## src/rtl/txw_pkg.sv

```systemverilog
package txw_pkg;

    localparam int DW    = 32;
    localparam int LEN_W = 14;

    // Word 0 of a descriptor, most significant field first.
    typedef struct packed {
        logic              own;     // 1: hardware owns the slot
        logic              sop;
        logic              eop;
        logic              cs_en;
        logic [7:0]        cs_stuff;
        logic [5:0]        cs_start;
        logic [LEN_W-1:0]  len;
    } txd_flags_t;

    typedef enum logic [2:0] {
        W_IDLE,
        W_FETCH_FLAGS,
        W_FETCH_ADDR,
        W_HANDOFF,
        W_RETURN,
        W_DRAIN
    } walk_state_t;

    function automatic txd_flags_t release_flags(input txd_flags_t f);
        txd_flags_t r;
        r     = f;
        r.own = 1'b0;
        return r;
    endfunction

endpackage

```

## src/rtl/txw_ring_ptr.sv

```systemverilog
module txw_ring_ptr #(
    parameter int SZ_W    = 4,
    parameter int STEP_LG = 4,
    localparam int DISP_W = SZ_W + STEP_LG
) (
    input  logic              clk,
    input  logic              rst,
    input  logic              advance,
    input  logic [SZ_W-1:0]   size_code,
    output logic [DISP_W-1:0] disp
);

    logic [DISP_W-1:0] last_slot;

    // 16*(n+1)-1 equals the code followed by all-ones step bits
    assign last_slot = {size_code, {STEP_LG{1'b1}}};

    always_ff @(posedge clk) begin
        if (rst) begin
            disp <= '0;
        end else if (advance) begin
            if (disp >= last_slot)
                disp <= '0;
            else
                disp <= disp + 1'b1;
        end
    end

endmodule

```

## src/rtl/txw_pkt_track.sv

```systemverilog
module txw_pkt_track (
    input  logic clk,
    input  logic rst,
    input  logic handoff,
    input  logic sop,
    input  logic eop,
    output logic eop_err
);

    logic in_pkt;

    always_ff @(posedge clk) begin
        if (rst) begin
            in_pkt  <= 1'b0;
            eop_err <= 1'b0;
        end else begin
            eop_err <= handoff && sop && in_pkt;
            if (handoff) begin
                if (eop)
                    in_pkt <= 1'b0;
                else if (sop)
                    in_pkt <= 1'b1;
            end
        end
    end

endmodule

```

## src/rtl/txw_seq.sv

```systemverilog
module txw_seq
    import txw_pkg::*;
#(
    parameter int ADDR_W = 32
) (
    input  logic              clk,
    input  logic              rst,
    input  logic              dma_en,
    input  logic              drain_mode,
    input  logic              kick,
    input  logic              fifo_empty,
    input  logic [ADDR_W-1:0] desc_addr,
    output logic              mem_req,
    output logic              mem_we,
    output logic [ADDR_W-1:0] mem_addr,
    output logic [DW-1:0]     mem_wdata,
    input  logic              mem_ack,
    input  logic [DW-1:0]     mem_rdata,
    output logic              xfer_valid,
    input  logic              xfer_ready,
    output logic [DW-1:0]     xfer_addr,
    output logic [LEN_W-1:0]  xfer_len,
    output logic              xfer_sop,
    output logic              xfer_eop,
    output logic              handoff,
    output txd_flags_t        cur_flags,
    output logic              all_done
);

    walk_state_t state;
    logic        pending;
    logic        served;
    txd_flags_t  flags_q;
    txd_flags_t  rd_flags;
    logic [DW-1:0] baddr_q;
    logic        accept;
    logic        stop_now;

    assign rd_flags = txd_flags_t'(mem_rdata);
    assign accept   = (state == W_IDLE) && pending && dma_en;
    assign stop_now = (state == W_FETCH_FLAGS) &&
                      (!dma_en || (mem_ack && !rd_flags.own));

    always_ff @(posedge clk) begin
        if (rst) begin
            state    <= W_IDLE;
            pending  <= 1'b0;
            served   <= 1'b0;
            flags_q  <= '0;
            baddr_q  <= '0;
            all_done <= 1'b0;
        end else begin
            all_done <= 1'b0;
            pending  <= kick | (pending & ~accept);
            case (state)
                W_IDLE: begin
                    if (accept) begin
                        served <= 1'b0;
                        state  <= W_FETCH_FLAGS;
                    end
                end
                W_FETCH_FLAGS: begin
                    if (stop_now) begin
                        if (!served) begin
                            state <= W_IDLE;
                        end else if (drain_mode) begin
                            state <= W_DRAIN;
                        end else begin
                            all_done <= 1'b1;
                            state    <= W_IDLE;
                        end
                    end else if (mem_ack) begin
                        flags_q <= rd_flags;
                        state   <= W_FETCH_ADDR;
                    end
                end
                W_FETCH_ADDR: begin
                    if (mem_ack) begin
                        baddr_q <= mem_rdata;
                        state   <= (flags_q.len == '0) ? W_RETURN : W_HANDOFF;
                    end
                end
                W_HANDOFF: begin
                    if (xfer_ready)
                        state <= W_RETURN;
                end
                W_RETURN: begin
                    if (mem_ack) begin
                        served <= 1'b1;
                        state  <= W_FETCH_FLAGS;
                    end
                end
                W_DRAIN: begin
                    if (fifo_empty) begin
                        all_done <= 1'b1;
                        state    <= W_IDLE;
                    end
                end
                default: state <= W_IDLE;
            endcase
        end
    end

    always_comb begin
        mem_req   = ((state == W_FETCH_FLAGS) && dma_en) ||
                    (state == W_FETCH_ADDR) || (state == W_RETURN);
        mem_we    = (state == W_RETURN);
        mem_addr  = {desc_addr[ADDR_W-1:3], (state == W_FETCH_ADDR), 2'b00};
        mem_wdata = DW'(release_flags(flags_q));
    end

    assign xfer_valid = (state == W_HANDOFF);
    assign xfer_addr  = baddr_q;
    assign xfer_len   = flags_q.len;
    assign xfer_sop   = flags_q.sop;
    assign xfer_eop   = flags_q.eop;
    assign handoff    = (state == W_RETURN) && mem_ack;
    assign cur_flags  = flags_q;

endmodule

```

## src/rtl/txring_walker.sv

```systemverilog
module txring_walker
    import txw_pkg::*;
#(
    parameter int BASE_W  = 21,
    parameter int SZ_W    = 4,
    parameter int STEP_LG = 4,
    localparam int DISP_W = SZ_W + STEP_LG,
    localparam int ADDR_W = BASE_W + DISP_W + 3
) (
    input  logic              clk,
    input  logic              rst,
    input  logic              dma_en,
    input  logic              drain_mode,
    input  logic [BASE_W-1:0] ring_base,
    input  logic [SZ_W-1:0]   size_code,
    input  logic              kick,
    output logic [DISP_W-1:0] ring_idx,
    output logic              mem_req,
    output logic              mem_we,
    output logic [ADDR_W-1:0] mem_addr,
    output logic [DW-1:0]     mem_wdata,
    input  logic              mem_ack,
    input  logic [DW-1:0]     mem_rdata,
    output logic              xfer_valid,
    input  logic              xfer_ready,
    output logic [DW-1:0]     xfer_addr,
    output logic [LEN_W-1:0]  xfer_len,
    output logic              xfer_sop,
    output logic              xfer_eop,
    input  logic              fifo_empty,
    output logic              desc_done,
    output logic              all_done,
    output logic              eop_err
);

    logic              handoff;
    txd_flags_t        cur_flags;
    logic [ADDR_W-1:0] desc_addr;

    assign desc_addr = {ring_base, ring_idx, 3'b000};

    txw_ring_ptr #(.SZ_W(SZ_W), .STEP_LG(STEP_LG)) u_ptr (
        .clk       (clk),
        .rst       (rst),
        .advance   (handoff),
        .size_code (size_code),
        .disp      (ring_idx)
    );

    txw_seq #(.ADDR_W(ADDR_W)) u_seq (
        .clk        (clk),
        .rst        (rst),
        .dma_en     (dma_en),
        .drain_mode (drain_mode),
        .kick       (kick),
        .fifo_empty (fifo_empty),
        .desc_addr  (desc_addr),
        .mem_req    (mem_req),
        .mem_we     (mem_we),
        .mem_addr   (mem_addr),
        .mem_wdata  (mem_wdata),
        .mem_ack    (mem_ack),
        .mem_rdata  (mem_rdata),
        .xfer_valid (xfer_valid),
        .xfer_ready (xfer_ready),
        .xfer_addr  (xfer_addr),
        .xfer_len   (xfer_len),
        .xfer_sop   (xfer_sop),
        .xfer_eop   (xfer_eop),
        .handoff    (handoff),
        .cur_flags  (cur_flags),
        .all_done   (all_done)
    );

    txw_pkt_track u_track (
        .clk     (clk),
        .rst     (rst),
        .handoff (handoff),
        .sop     (cur_flags.sop),
        .eop     (cur_flags.eop),
        .eop_err (eop_err)
    );

    always_ff @(posedge clk) begin
        if (rst)
            desc_done <= 1'b0;
        else
            desc_done <= handoff;
    end

endmodule

```

## config.mk

```make
export PLATFORM = sky130hd
export DESIGN_NAME = txring_walker
export DESIGN_NICKNAME = d
export VERILOG_FILES = /design/src/rtl/txw_pkg.sv /design/src/rtl/txw_ring_ptr.sv /design/src/rtl/txw_pkt_track.sv /design/src/rtl/txw_seq.sv /design/src/rtl/txring_walker.sv
export SDC_FILE = /design/constraint.sdc
export NUM_CORES = 1
export LEC_CHECK = 0
export BUFFER_PORTS_ARGS = -buffer_cell sky130_fd_sc_hd__buf_2
export CAP_MARGIN = 20
export CORE_MARGIN = 1
export CORE_UTILIZATION = 29
export DETAILED_ROUTE_END_ITERATION = 12
export PLACE_DENSITY = 0.66
export SLEW_MARGIN = 30
export SYNTH_ARGS = -nofsm -noshare
export SYNTH_HDL_FRONTEND = slang
export SYNTH_SLANG_ARGS = --single-unit
```

## constraint.sdc

```tcl
create_clock -name clk -period 1.8 [get_ports clk]
set_input_delay 0.54 -clock clk [delete_from_list [all_inputs] [get_ports clk]]
set_output_delay 0.54 -clock clk [all_outputs]
set_load 0.02 [all_outputs]
```

Yosys cells after proc, flatten, opt, wreduce, memory -nomap -nowiden
Cells that the tools add are included.
Word-level totals
  register bits after elaboration: 80
  latch bits: 0
  memory bits (writable): 0
  ROM bits: 0
  input port bits: 65
  output and inout bits: 126
  logic and storage cells: 76
  memories: 0
Cells by class
  add/subtract/negate cells: 1
  multipliers: 0
  divide/modulo/power cells: 0
  order comparisons: 1
  equal/unequal tests: 11
  shifts and indexed selects: 0
  mux-type cells: 22
  bitwise gates (word level): 4
  reductions and logical operators: 22
Operators by type and width (number)
  2-to-1 mux 3 bit: 10
  one-hot mux 3 bit (6 select lines): 1
  logical NOT 14 bit: 1
  adder 8 x 1 -> 8 bit (second input constant): 1
  >= comparator 8 bit: 1
  logical AND 1 bit: 8
  2-to-1 mux 1 bit: 8
  2-to-1 mux 8 bit: 1
  != test 2 x 1 -> 1 bit (second input constant): 4
  == test 3 x 2 -> 1 bit (second input constant): 2
  == test 3 bit (second input constant): 2
  AND reduction 3 bit: 2
  AND reduction 6 bit: 1
  one-hot mux 1 bit (2 select lines): 2
  AND reduction 2 bit: 2
  nonzero test 2 bit: 2
  == test 3 x 1 -> 1 bit (second input constant): 1
  logical NOT 3 bit: 1
  logical OR 1 bit: 3
  != test 3 x 2 -> 1 bit (second input constant): 1
  logical NOT 1 bit: 2
  != test 2 bit (second input constant): 1
  inverter 1 bit: 2
  bitwise AND 1 bit: 1
  OR 1 bit: 1

Depth between registers and ports, before layout
Gate-level depths: netlist (run 1).
  depth after elaboration: 6
  gate-level depth with buffers: 7
  mapped depth without buffers: 6

Modules after synthesis
Synthesis (run 1) repeated with hierarchy kept, for this count alone.
Second synthesis, totals
  cell total of the unflattened synthesis: 479
  area total of the unflattened synthesis: 3857.4 um2
By module, submodules not included
  txw_seq: times used 1, cells an instance 421, area an instance 3270.6 um2
  txw_ring_ptr: times used 1, cells an instance 50, area an instance 486.7 um2
  txw_pkt_track: times used 1, cells an instance 5, area an instance 62.6 um2
  txring_walker: times used 1, cells an instance 3, area an instance 37.5 um2

Least setup slack after synthesis (run 1)
No wires, ideal clock.
  path type: input to register
  start point: input port size_code[3]
  end point: register u_ptr.disp[0]
  arrival time: 1558 ps
  required time: 1665 ps
  setup slack: 107 ps
  cell stages on the path: 6
  path buffers: 0
  path through: inv_1 > ha_1 > nand4_1 > o22a_1 > a21oi_1 > nor3_1
On the way
  word-level cells in the longest chain between the ends: 2
Ends and longest elaborated chain
  from (decl): line txring_walker.sv:15  | input logic [SZ_W-1:0] size_code,
  >= comparator 8 bit: line txw_ring_ptr.sv:22  | if (disp >= last_slot)
  2-to-1 mux 8 bit: line txw_ring_ptr.sv:22
  to (signal assigned): line txw_ring_ptr.sv:25  | disp <= disp + 1'b1;
  to (decl): line txw_ring_ptr.sv:10  | output logic [DISP_W-1:0] disp
No other way between the ends.
A chain may end at the register's enable or synchronous reset.

Final worst setup path (run 1)
  start point: register u_seq.state[1]
  end point: output port mem_req
On the way
  word-level cells in the longest chain between the ends: 4
  elaborated cells on any way between the ends: 6
  classes of those cells: eq/ne: 3; reduce/logical: 3
Ends and longest elaborated chain
  from (decl): line txw_seq.sv:30  | walk_state_t state;
  from (signal assigned): line txw_seq.sv:80  | state <= (flags_q.len == '0) ? W_RETURN : W_HANDOFF;
  == test 3 x 1 -> 1 bit: line txw_seq.sv:105  | mem_req = ((state == W_FETCH_FLAGS) && dma_en) ||
  logical AND 1 bit: line txw_seq.sv:105
  logical OR 1 bit: line txw_seq.sv:105
  logical OR 1 bit *: line txw_seq.sv:106  | (state == W_FETCH_ADDR) || (state == W_RETURN);
  to (decl): line txring_walker.sv:18  | output logic mem_req,
Every way passes the cells marked *; elsewhere a longest branch is shown, timed or not.

==> impl_metrics.ini, run 1 <==
[synthesis]
synth.area.mux_share_pct = 0
dominant_combinational_cell_family_by_area_after_synthesis = simple AND/OR/NAND/NOR gates
post_synth_inst_count = 448
yosysWarnings = 0
synth_simple_gate_area_share_pct = 22.9
synth-edff-count = 0
synthesis.area_per_instance_sq_um = 8.16
async_reset_ff_share_pct = 0
synth_compound_gate_area_share_pct = 14.0
synth.lib_cells_used.distinct = 42
synthXorXnorAreaFrac_pct = 1.92
synth_fa_ha_area_share_pct = 1.71
postSynthRegisterBits = 80
synth.yosys.seq_area_share_pct = 43.8
synth_ff_type = dfxtp_1
netlist_area_pre_place_sq_mm = 0.00365

[timing]
rsz0062_at_grt = true
hold_violations = 0
fmaxAchievable_mhz = 556
slew_viol_final = 0
final.setup_skew_ns = 0.00681
final_clock_period_utilization_by_the_worst_path_pct = 99.9
whs_ns = 0.426
setup_violations = 0
clock_period_minus_final_worst_setup_slack_ns = 1.80

[global_route]
antenna_found_initial = 0
groute.layer.met3.usage_pct = 4.82
top_usage_layer = met2
grt_start_max_net_pins = 36
met1_layer_usage_reported_by_global_route_pct = 18.3
grt_use_total_pct = 15.3
global_route.usage.met2_pct = 25.0
wire_length_of_the_first_global_routing_pass_um = 15300
first_global_vias = 3096
remaining_global_route_overflow = 0

[worst_hold_path]
hold_path_class = input pin to register
whs_path_depth = 3

[floorplan]
floorplan.die_area_sq_mm = 0.0131
design.portCount = 191
rows = 40
chipHeight_um = 114
area_inside_the_core_boundary_sq_mm = 0.0122
die_width_um = 114
initial_core_util_pct = 30.0

[routing]
viasPerCell = 4.65
dr_total_vias = 3356
antenna_left = 0
drt_pre_antenna_iters = 4
detail_route.wirelength_um = 9740
drt_drc_violations_left = 0
detail_route.iter0.violations = 147
routed_wl_per_cell_um = 13.5

[critical_path]
worst_ep_arrival_time_ns = 1.26
critical_path_required_ns = 1.26
criticalPathCategory = register to primary output
crit_fanout = 6
timing.reg2reg.worst_path_depth = 5
critPathCaptureType = primary output
worst_setup_sp_type = register

[layout]
layout-drive-gt1-share_pct = 34.8
layout.cells.most_common_list = 143 x buf_2, 132 x nand2_1, 77 x dfxtp_1
n_fill_cell = 1238
number_of_antenna_repair_diodes = 0
final_net_count = 619
syn_to_final_growth_pct = 24.9
layout_commonest_cell = buf_2

[place]
detailed_place_hpwl_um = 6920
place.port_buffers = 145
place.gp.congestion = 0.829

[cts]
clk_root_buffer_cell = clkbuf_16
cts_tree = yes
htreeDepth = 3
cts_sink_count = 80
worst_setup_hold_path_clk_slew_ns = 0.05
tritoncts.num_buffers = 9
clk-insertion-delay-late_ns = 0.34
cts_hold_buf = 0
cts.path.max_buffers = 2

[power]
total_leakage_power_nw = 2.02
post-layout-total-power_w = 0.00455
worst_ir_drop_vdd_uv = 554
power.density_cell_area_mw_per_mm2 = 996

[run]
max-cap-violations = 0

[run_status]
outcome = finished clean
[synth_stat cells, types with 2 or more instances]
master | instances | area share [%]
nand3b_1 | 3 | 0.62
nor2_1 | 6 | 0.62
o32ai_1 | 2 | 0.48
buf_2 | 5 | 0.68
xor2_1 | 4 | 0.96
nand3_1 | 3 | 0.41
and3_1 | 3 | 0.51
ha_1 | 5 | 1.7
clkbuf_1 | 12 | 1.2
inv_1 | 6 | 0.62
nand4_1 | 7 | 1.2
and2_1 | 2 | 0.34
buf_6 | 8 | 2.5
nand2_1 | 132 | 14
dfxtp_1 | 80 | 44
a31oi_1 | 2 | 0.34
a211oi_1 | 2 | 0.41
nor4_1 | 3 | 0.51
xnor2_1 | 4 | 0.96
and4bb_1 | 2 | 0.68
nor3_1 | 10 | 1.4
nand2b_1 | 5 | 0.86
buf_4 | 51 | 10
a21oi_1 | 73 | 10
[layer usage]
metal | wire length (um) | vias to the layer above
met2 | 4660 | 112
met1 | 4330 | 1584
met3 | 571 | 19
li1 | - | 1641
met5 | 0 | -
met4 | 178 | 0
[worst paths after layout]
| kind | from | to | slack (ns) |
|---|---|---|---|
| max | u_seq.state[1] | mem_req | 0.001 |
| min | kick | u_seq.pending | 0.43 |
| max reg2reg | u_seq.xfer_len[5] | u_seq.state[0] | 0.20 |
| min reg2reg | u_seq.xfer_addr[28] | u_seq.xfer_addr[28] | 0.45 |
[repair_timing]
item | CTS | global route
resized for setup | 9 | 1
endpoints found under the setup margin | 4 | 2
pin swaps | 2 | 1
buffers inserted | 2 | 4
[power breakdown]
| group | internal [W] | switching, W |
|---|---|---|
| clock | 0.00104 | 0.000687 |
| combinational | 0.000392 | 0.000512 |
| sequential | 0.00185 | 0.0000670 |
[critical path, stage by stage, from the launching register on]
cell and delay, ns:
dfxtp_4 0.38, and4bb_2 0.25, a21o_1 0.16, buf_6 0.13
[state kept, by name, indices dropped and copies added (netlist names)]
register         count
u_seq.xfer_addr     32
u_seq.cur_flags     15
u_seq.xfer_len      14
u_ptr.disp           8
u_seq.state          3
desc_done            1
u_seq.all_done       1
u_seq.pending        1
u_seq.served         1
u_seq.xfer_eop       1
u_seq.xfer_sop       1
u_track.eop_err      1
u_track.in_pkt       1
[metrics by stage]
step / utilization (%) / TNS, ns / instance area [sq um] / worst slack (ns) / instances
after floorplan: - / 0 / 3660 / 0.107 / 450
after global routing: 37.5 / -0.0562 / 4560 / -0.0546 / 722
after global placement: 34.7 / 0 / 4210 / 0.0847 / 700
after CTS: 37.3 / -0.109 / 4530 / -0.0641 / 718
final: 37.5 / 0 / 4560 / 0.00148 / 722
after detailed placement: 34.7 / 0 / 4210 / 0.0525 / 700
[logic make-up after synthesis]
logic type	count (synthesis)
DFF	80
buffers and inverters	83
xor gates and xnor gates	8
other	1
and+or+nand+nor	183
AOI/OAI and AO/OA	88
adders and majority gates	5
[area by class of cell]
class                           instances  area, sq um  area share [%]
Clock buffer                           13          270            5.92
Clock inverter                          3         15.0           0.329
Inverter                                7         26.3           0.576
Multi-Input combinational cell        287         1490            32.7
Sequential cell                        80         1610            35.3
Tap cell                              168          210            4.61
Timing Repair Buffer                  164          940            20.6
No activity file was read; power rests on OpenSTA's default activity.
==> run 2: changes to the inputs <==
- CORE_UTILIZATION: 29 -> 42
- PLACE_DENSITY: 0.66 -> 0.85
- SYNTH_HIERARCHICAL: not set -> 1
==> impl_metrics.ini, run 2 <==
[cts]
clk_root_buffer_cell = clkbuf_8
cts_sink_count = 80
htreeDepth = 3
cts_tree = yes
clk-insertion-delay-late_ns = 0.34
tritoncts.num_buffers = 9
cts.path.max_buffers = 2
worst_setup_hold_path_clk_slew_ns = 0.08

[floorplan]
rows = 34
initial_core_util_pct = 43.7
area_inside_the_core_boundary_sq_mm = 0.00876
floorplan.die_area_sq_mm = 0.00950
design.portCount = 191
chipHeight_um = 97.4
die_width_um = 97.4

[layout]
syn_to_final_growth_pct = 17.8
layout-drive-gt1-share_pct = 37.1
final_net_count = 625
layout.cells.most_common_list = 141 x buf_2, 132 x nand2_1, 77 x dfxtp_1
largest_reg_flops = 32
layout_commonest_cell = buf_2
number_of_antenna_repair_diodes = 0

[global_route]
grt_start_max_net_pins = 42
grt_use_total_pct = 18.5
antenna_found_initial = 0
wire_length_of_the_first_global_routing_pass_um = 14400
remaining_global_route_overflow = 0
first_global_vias = 3108

[routing]
dr_total_vias = 3396
antenna_left = 0
detail_route.iter0.violations = 155
routed_wl_per_cell_um = 13.6
detail_route.wirelength_um = 9070
viasPerCell = 5.08
drt_pre_antenna_iters = 5
drt_drc_violations_left = 0

[critical_path]
critical_path_required_ns = 1.26
critical_path_buf_inv_count = 1
criticalPathCategory = register to primary output
slowest_delay_ns = 0.39
critPathCaptureType = primary output
timing.reg2reg.worst_path_depth = 8
crit_path_cell_trace = nand3b_1 -> a21oi_2 -> or2_4 -> buf_6
path_depth = 4
worst_setup_sp_type = register
worst_ep_arrival_time_ns = 1.32
crit_slowest_cell = dfxtp_4
cpLargestDelayFamily = simple AND/OR/NAND/NOR gates
crit_fanout = 6

[synthesis]
post_synth_inst_count = 475
yosysWarnings = 6
netlist_area_pre_place_sq_mm = 0.00383
synthesis.area_per_instance_sq_um = 8.06

[run_status]
outcome = finished with violations
violations = setup timing

[power]
worst_ir_drop_vdd_uv = 456
power.density_cell_area_mw_per_mm2 = 771
total_leakage_power_nw = 2.03

[timing]
hold_violations = 0
final.setup_skew_ns = 0.0101
setup_violations = 1
final_clock_period_utilization_by_the_worst_path_pct = 103
whs_ns = 0.432
rsz0062_at_grt = true
fmaxAchievable_mhz = 539
clock_period_minus_final_worst_setup_slack_ns = 1.86
slew_viol_final = 0
setup_ws_ns = -0.0550

[place]
place.gp.congestion = 0.919
detailed_place_hpwl_um = 6440
dp_slack_ns = 0.00171
place.port_buffers = 145

[run]
max-cap-violations = 0

[worst_hold_path]
hold_path_class = input pin to register
whs_path_depth = 3
==> run 2: changes by cell type in the layout (fill, tap and decap cells not counted), moves of 4 or more <==
cell	previous run	this run
buf_4	15	24
clkbuf_16	9	0
a21oi_1	73	67
clkbuf_8	3	9
inv_1	6	10
o21ai_0	0	4
==> run 2: final cells by class <==
| class | instances | area (sq um) |
|---|---|---|
| clock inverter | 5 | 81.3 |
| clock buffer | 11 | 131 |
| tap | 108 | 135 |
| multi-input combinational | 283 | 1540 |
| inverter | 10 | 37.5 |
| fill | 817 | 4260 |
| timing repair buffer | 171 | 971 |
| sequential | 80 | 1610 |
==> run 2: worst paths after layout <==
check                                        start            endpoint  slack (ns)
worst min-delay path                          kick       u_seq/pending        0.43
worst min register to register  u_seq/xfer_addr[6]  u_seq/xfer_addr[6]        0.45
worst max-delay path                u_seq/state[1]             mem_req       -0.06
worst max register to register      u_seq/state[1]       u_ptr/disp[4]        0.06
==> run 2: per-layer routing <==
layer	track usage, %	wire length, um	up-vias
met4	6.67	119	0
met1	21.8	3720	1590
met2	32.4	4610	134
li1	-	-	1658
met5	0	0	-
met3	4.75	616	14
==> run 2: repair_timing <==
item | 4_1_cts | 5_1_grt
endpoints found under the setup margin | 4 | 11
pin swaps | 0 | 6
setup buffers | 4 | 3
hold buffers | 0 | 0
gates resized for setup | 17 | 7
==> run 2: power by group <==
| group | internal, W | switching [W] |
|---|---|---|
| registers | 0.00178 | 0.0000115 |
| clock network | 0.000783 | 0.000644 |
| logic | 0.000105 | 0.000152 |
| total | 0.00267 | 0.000807 |
==> run 2: worst min-delay path, stage by stage <==
cell	delay, ns
buf_2	0.09
a21oi_1	0.04
nor2_1	0.07
==> run 2: metrics by stage <==
step / instances / utilization, % / TNS [ns] / instance area (sq um) / power, W
finish: 668 / 51.4 / -0.0550 / 4510 / 0.00347
global route: 668 / 51.4 / -0.158 / 4510 / 0.00363
CTS: 665 / 50.8 / -0.0580 / 4450 / 0.00352
detailed placement: 645 / 47.5 / 0 / 4160 / 0.00208
global placement: 645 / 47.5 / 0 / 4160 / 0.00207
floorplan: 477 / - / 0 / 3840 / 0.00204
==> run 3: changes to the inputs <==
- CORE_UTILIZATION: 42 -> 43
- CTS_BUF_LIST: not set -> sky130_fd_sc_hd__clkbuf_4
- GPL_TIMING_DRIVEN: not set -> 0
- MAX_ROUTING_LAYER: not set -> met4
- PLACE_DENSITY: 0.85 -> 0.87
==> impl_metrics.ini, run 3 (synthesis results as in run 2) <==
[timing]
setup_ws_ns = -0.190
final_clock_period_utilization_by_the_worst_path_pct = 111
rsz0062_at_grt = true
hold_violations = 0
fmaxAchievable_mhz = 502
final.setup_skew_ns = 0.0136
tightestPinTransition_ns = 0.594
clock_period_minus_final_worst_setup_slack_ns = 1.99
slew_viol_final = 0
setup_violations = 11
max_slew_margin_pct = 60.4

[layout]
number_of_antenna_repair_diodes = 0
final_cell_count_no_fill = 785
layout.cells.most_common_list = 169 x buf_2, 132 x nand2_1, 96 x buf_4
final_net_count = 742
finalCoreUtilization_pct = 61.1
syn_to_final_growth_pct = 38.7
layout_commonest_cell = buf_2
layout-drive-gt1-share_pct = 48.6
largest_reg_flops = 32

[power]
share_comb_of_total_power_pct = 11.5
clockPowerShare_pct = 35.2
p_seq_share_pct = 53.3
switchingPower_w = 0.000846
worst_ir_drop_vdd_uv = 437
power_report.internal_total_w = 0.00253
total_leakage_power_nw = 2.56
switching_share_of_power_pct = 25.1
power.density_cell_area_mw_per_mm2 = 636

[cts]
clk-insertion-delay-late_ns = 0.41
htreeDepth = 3
tritoncts.num_buffers = 9
cts.path.max_buffers = 2
clk_root_buffer_cell = clkbuf_4
cts_tree = yes
cts_sink_count = 80
cts_hold_buf = 0
worst_setup_hold_path_clk_slew_ns = 0.12

[routing]
drt_drc_violations_left = 0
drt_pre_antenna_iters = 4
dr_total_vias = 3836
antenna_left = 0
routed_wl_per_cell_um = 13.7
viasPerCell = 4.89
detail_route.wirelength_um = 10800
detail_route.iter0.violations = 141

[floorplan]
rows = 34
design.portCount = 191
chipHeight_um = 96.3
initial_core_util_pct = 44.1
die_width_um = 96.3
floorplan.die_area_sq_mm = 0.00928
area_inside_the_core_boundary_sq_mm = 0.00868

[critical_path]
crit_fanout = 4
criticalPathCategory = register to primary output
worst_ep_arrival_time_ns = 1.45
critPathCaptureType = primary output
worst_setup_sp_type = register
critical_path_required_ns = 1.26

[run_status]
outcome = finished with violations
violations = setup timing

[global_route]
grt_use_total_pct = 22.5
grt_start_max_net_pins = 14
first_global_vias = 3294
antenna_found_initial = 0
remaining_global_route_overflow = 0
wire_length_of_the_first_global_routing_pass_um = 15500

[worst_hold_path]
hold_path_class = input pin to register

[run]
max-cap-violations = 0

[place]
place.gp.congestion = 0.811
place_inst = 751
place.port_buffers = 166
dp_slack_ns = -0.234
detailed_place_hpwl_um = 7860
==> run 3: path summary, 6_finish.rpt <==
kind                                          start                  end  slack, ns  cells after the start
worst min-delay path                            rst            desc_done       0.36                      2
worst min register to register  u_seq/xfer_addr[13]  u_seq/xfer_addr[13]       0.46                      2
worst max register to register       u_seq/state[1]        u_ptr/disp[6]      -0.13                      9
worst max-delay path                 u_seq/state[1]              mem_req      -0.19                      5
==> run 3: what timing repair did <==
item | in CTS | in global routing
gates resized for setup | 30 | 24
buffers inserted | 13 | 6
pin swaps | 10 | 12
endpoints found under the setup margin | 12 | 22
==> run 3: power by group through the flow <==
stage                     clock network, W  registers (W)  logic, W
after CTS                          0.00123        0.00180  0.000375
after floorplan                          0        0.00184  0.000208
after detailed placement                 0        0.00184  0.000345
final                              0.00119        0.00180  0.000389
after global placement                   0        0.00184  0.000340
after global routing               0.00131        0.00180  0.000417
==> run 3: routing by layer <==
layer,routed length (um),global-route usage (%)
met1,4630,26.6
met2,5480,39.0
met3,598,4.74
met4,76,5.76
met5,0,-
==> run 3: worst max-delay path, stage by stage (launching register included) <==
cell and delay (ns):
dfxtp_2 0.37, buf_6 0.11, nand3b_1 0.15, a21oi_2 0.07
or2_4 0.22, buf_6 0.13
==> run 3: metrics by stage <==
| step | power, W | area [sq um] | hold slack [ns] | setup TNS (ns) |
|---|---|---|---|---|
| 6_report | 0.00337 | 5310 | 0.361 | -1.19 |
| 3_5_place_dp | 0.00218 | 4810 | 0.443 | -2.52 |
| 4_1_cts | 0.00340 | 5150 | 0.323 | -0.381 |
| 3_3_place_gp | 0.00218 | 4810 | 0.441 | -1.90 |
| 2_1_floorplan | 0.00204 | 3840 | 0.437 | 0 |
| 5_1_grt | 0.00353 | 5310 | 0.315 | -1.85 |
==> run 3: final cells by class <==
class,instances,area (sq um)
Fill cell,754,3370
Multi-Input combinational cell,283,1610
Timing Repair Buffer,185,1020
Tap cell,108,135
Clock inverter,6,83.8
Sequential cell,80,1620
Clock buffer,10,75.1
Inverter,10,37.5
Buffer,103,733
